[config.mk]
export PLATFORM = sky130hd
export DESIGN_NAME = replay_recovery_ctrl
export DESIGN_NICKNAME = d
export VERILOG_FILES = /design/src/rtl/replay_recovery_pkg.sv /design/src/rtl/replay_recovery_ctrl_fsm.sv /design/src/rtl/replay_recovery_datapath.sv /design/src/rtl/replay_recovery_ctrl.sv
export SDC_FILE = /design/constraint.sdc
export NUM_CORES = 1
export LEC_CHECK = 0
export BUFFER_PORTS_ARGS = -buffer_cell sky130_fd_sc_hd__buf_4
export CORE_MARGIN = 2
export CORE_UTILIZATION = 44
export CTS_CLUSTER_DIAMETER = 80
export DETAILED_ROUTE_END_ITERATION = 8
export PLACE_DENSITY = 0.7
export SETUP_SLACK_MARGIN = 0.4
export SLEW_MARGIN = 25
export SYNTH_ARGS = -nofsm -noshare
export SYNTH_HDL_FRONTEND = slang
export SYNTH_HIERARCHICAL = 1
export SYNTH_SLANG_ARGS = --single-unit
[constraint.sdc]
create_clock -name clk -period 1 [get_ports clk]
set_input_delay 0.3 -clock clk [delete_from_list [all_inputs] [get_ports clk]]
set_output_delay 0.3 -clock clk [all_outputs]
set_load 0.05 [all_outputs]
[src/rtl/replay_recovery_pkg.sv]
package replay_recovery_pkg;

  // Strobes sent from the control to the datapath every cycle.
  typedef struct packed {
    logic replaySel;   // pick the history register for the next applied value
    logic histWe;      // capture the current applied value into history
  } rrStrobe_t;

endpackage

[src/rtl/replay_recovery_ctrl_fsm.sv]
module replay_recovery_ctrl_fsm
  import replay_recovery_pkg::*;
(
  input  logic      clk,
  input  logic      rst,
  input  logic      errFlag,
  output logic      recompute,
  output logic      sensorRst,
  output rrStrobe_t strobe
);

  // Capture the flag half a cycle early so only one cycle of history is needed.
  always_ff @(negedge clk) begin
    if (rst) recompute <= 1'b0;
    else     recompute <= errFlag;
  end

  // The sensor reset covers the cycle in which each replay executes.
  always_ff @(posedge clk) begin
    if (rst) sensorRst <= 1'b0;
    else     sensorRst <= recompute;
  end

  always_comb begin
    strobe.replaySel = recompute;
    strobe.histWe    = ~recompute;   // freeze history while a replay is pending
  end

endmodule

[src/rtl/replay_recovery_datapath.sv]
module replay_recovery_datapath
  import replay_recovery_pkg::*;
#(
  parameter int WIDTH = 16
) (
  input  logic             clk,
  input  logic             rst,
  input  rrStrobe_t        strobe,
  input  logic [WIDTH-1:0] newIn,
  output logic [WIDTH-1:0] appliedIn
);

  logic [WIDTH-1:0] histQ;
  logic [WIDTH-1:0] nextApplied;

  // 2:1 selection between fresh inputs and the saved ones.
  always_comb nextApplied = strobe.replaySel ? histQ : newIn;

  always_ff @(posedge clk) begin
    if (rst) begin
      histQ     <= '0;
      appliedIn <= '0;
    end else begin
      if (strobe.histWe) histQ <= appliedIn;
      appliedIn <= nextApplied;
    end
  end

endmodule

[src/rtl/replay_recovery_ctrl.sv]
module replay_recovery_ctrl
  import replay_recovery_pkg::*;
#(
  parameter int WIDTH = 16
) (
  input  logic             clk,
  input  logic             rst,
  input  logic [WIDTH-1:0] newIn,
  input  logic             errFlag,
  output logic [WIDTH-1:0] appliedIn,
  output logic             recompute,
  output logic             sensorRst
);

  rrStrobe_t strobe;

  replay_recovery_ctrl_fsm ctrlI (
    .clk       (clk),
    .rst       (rst),
    .errFlag   (errFlag),
    .recompute (recompute),
    .sensorRst (sensorRst),
    .strobe    (strobe)
  );

  replay_recovery_datapath #(.WIDTH(WIDTH)) dpI (
    .clk       (clk),
    .rst       (rst),
    .strobe    (strobe),
    .newIn     (newIn),
    .appliedIn (appliedIn)
  );

endmodule

==> impl_metrics.env <==
export IMPL_die_height_um=56.82
export IMPL_critical_path_top_delay_family="flip-flops"
export IMPL_die_w_um=56.82
export IMPL_gr_usage_total=0.1653
export IMPL_insertion_delay_ns=0.36
export IMPL_violations_in_the_final_reports="negative setup slack"
export IMPL_postSynthAreaPerCell_um2=11.16
export IMPL_hold_viol_final=0
export IMPL_p_leak_nw=0.8716
export IMPL_synthesis_yosys_warnings=6
export IMPL_drc=0
export IMPL_cts_hold_fix_buffers=0
export IMPL_run_status="finished with violations"
export IMPL_route_detailed_vias_per_inst=4.793
export IMPL_cts_num_sinks=34
export IMPL_critical_path_class="reg -> out"
export IMPL_drv_slew=0
export IMPL_slowest_delay_ns=0.33
export IMPL_detailroute_via_count=901
export IMPL_switching_share=0.2800
export IMPL_core_rowCount=19
export IMPL_mappedNetlistNets=129
export IMPL_setup_slack_ns=-0.7379
export IMPL_nNetsFinal=175
export IMPL_drive_above_1_share=0.4968
export IMPL_top_area_cells_in_the_synthesized_netlist="dfxtp_1 55%, mux2i_1 26%, nor2_1 9.8%"
export IMPL_drt_first_pass_iters=4
export IMPL_synthesized_flop_and_latch_total=34
export IMPL_die_area_um2=3228
export IMPL_htree_levels=2
export IMPL_clock_skew_ns=0.04746
export IMPL_num_antenna_cells=0
export IMPL_first_global_vias=877
export IMPL_cts_tree="done"
export IMPL_drt_total_wl_mm=2.350
export IMPL_hold_class="in -> reg"
export IMPL_fin_setup_tns_ns=-20.52
export IMPL_synth_top_cell_by_area="dfxtp_1"
export IMPL_ioPinCount=37
export IMPL_synth_cell_type_count=11
export IMPL_power_ir_vdd_worst_v=0.001099
export IMPL_pwr_share_comb=0.209
export IMPL_grt_pass1_wl_mm=3.939
export IMPL_synthCells=110
export IMPL_wl_per_cell_um=12.50
export IMPL_synth_largest_type_area_fraction=0.5545
export IMPL_finalSetupViolCount=51
export IMPL_core_um2=2710
export IMPL_worst_setup_path_end_kind="output pin"
export IMPL_global_route_overflow_total=0
export IMPL_worst_path_slowest_cell="dfxtp_4"
export IMPL_area_growth_pct=52.50
export IMPL_clock_power_share=0.256
export IMPL_timing_critical_path_from_type="register"
export IMPL_dpl_hpwl_mm=1.548
export IMPL_max_clock_path_buffers=2
export IMPL_initial_utilization=0.4529
export IMPL_cp_required_ns=0.70
export IMPL_port_buffers=36
export IMPL_ff2ff_setup_slack_ns=-0.65
export IMPL_path_cells="buf_6 -> buf_8"
export IMPL_cts_made_buffers=5
export IMPL_drt_antenna_violating_nets=0
export IMPL_tightest_slew_ns=0.3287
export IMPL_power_switching_mw=0.7640
export IMPL_p_per_area_nw_per_um2=1458
export IMPL_clk_pin_slew_ns=0.10
export IMPL_grt_setup_unrepaired="true"
export IMPL_path_buf_inv=2
export IMPL_slew_headroom=0.7809
export IMPL_filler_cell_count=214
export IMPL_drt_iter0_drc=10
export IMPL_grt_start_max_net_pins=34
export IMPL_p_int_mw=1.965
export IMPL_antenna_found_initial=0
export IMPL_power_sequential_fraction=0.535
export IMPL_synth_cell_area_um2=1227
export IMPL_worst_endpoint_arrival_ns=1.44
export IMPL_dpl_worst_slack_ns=-0.5191
export IMPL_register_area_share_after_synthesis=0.5545
export IMPL_gp_congestion=0.6532
export IMPL_maxCapViolations=0
export IMPL_clock_tree_root_cell="clkbuf_4"
export IMPL_maximum_net_fanout_on_the_critical_path=2
-- kinds of logic after synthesis --
| family | count (synthesis) | share of synthesized area |
|---|---|---|
| flip-flops | 34 | 0.5545 |
| AND/OR/NAND/NOR | 34 | 0.1101 |
| buffers and inverters | 10 | 0.07442 |
| multiplexers | 32 | 0.2610 |
-- registers in the layout, summed over array words and instances, names as in the netlist --
name and flops:
ctrlI/sensorRst 1, dpI/appliedIn 16, ctrlI/recompute 1, dpI/histQ 16
-- power by group through the flow --
stage | clock network (mW) | registers [mW] | logic (mW)
finish | 0.698 | 1.46 | 0.570
global placement | 0.0124 | 1.47 | 0.451
floorplan | 0.0124 | 1.62 | 0.173
CTS | 0.742 | 1.46 | 0.558
detailed placement | 0.0124 | 1.48 | 0.459
global route | 0.811 | 1.47 | 0.602
-- what timing repair did --
item	in CTS	in global routing
pin swaps	0	1
endpoints found under the setup margin	52	52
resized for setup	47	4
setup buffers	2	2
cloned	1	0
-- path summary, 6_finish.rpt --
kind	startpoint	to	depth (start not counted)
max	ctrlI/recompute	recompute	2
min reg2reg	dpI/histQ[15]	dpI/histQ[15]	2
max reg2reg	ctrlI/recompute	dpI/histQ[1]	5
min	newIn[1]	dpI/appliedIn[1]	3
-- cells in the mapped netlist --
| cell type | count |
|---|---|
| inv_1 | 2 |
| mux2i_1 | 32 |
| buf_2 | 2 |
| dfxtp_1 | 34 |
| clkbuf_1 | 1 |
| nor2_1 | 32 |
| buf_4 | 1 |
| buf_6 | 2 |
| nor2b_2 | 1 |
| buf_12 | 2 |
| nor2b_1 | 1 |
-- layout by cell type (no fill, tap or decap), drive strengths merged --
cell	count
clkinv	1
clkbuf	6
mux2i	32
dfxtp	34
clkinvlp	1
buf	47
nor2	32
nor2b	2
inv	2
-- stage by stage --
| stage | power [mW] | cell area (µm²) | hold slack, ns | utilization | cells |
|---|---|---|---|---|---|
| 6_report | 2.729 | 1872 | 0.1994 | 0.6907 | 188 |
| 5_1_grt | 2.882 | 1872 | 0.1908 | 0.6907 | 188 |
| 4_1_cts | 2.761 | 1842 | 0.1859 | 0.6796 | 186 |
| 3_5_place_dp | 1.947 | 1578 | 0.4848 | 0.5822 | 175 |
| 3_3_place_gp | 1.937 | 1578 | 0.4704 | 0.5822 | 175 |
| 2_1_floorplan | 1.809 | 1303 | 0.3565 | - | 110 |
-- worst reg2reg max path: cells and delay by family, from the launching register on --
kind                   cells  cell delay [ns]
buffers and inverters      3             0.37
DFF                        1             0.33
muxes                      1             0.22
and+or+nand+nor            1             0.07
-- layout make-up --
cell class / instances / area (µm²) / share of cell area
clock buffers: 6 / 41.29 / 0.02206
clock inverters: 3 / 13.76 / 0.007353
inverters: 1 / 8.758 / 0.004679
flip-flops and latches: 34 / 748.2 / 0.3997
repair buffers: 47 / 546.8 / 0.2921
multi-input cells: 66 / 474.2 / 0.2533
well taps: 31 / 38.79 / 0.02072
-- per-layer routing --
layer / global-route usage / wire [µm] / up-vias
met5: 0 / 0 / -
met4: 0.09967 / 58 / 0
met3: 0.05530 / 141 / 7
met2: 0.2691 / 1218 / 26
met1: 0.1859 / 931 / 418
li1: - / - / 450
(Power assumes the default switching activity.)
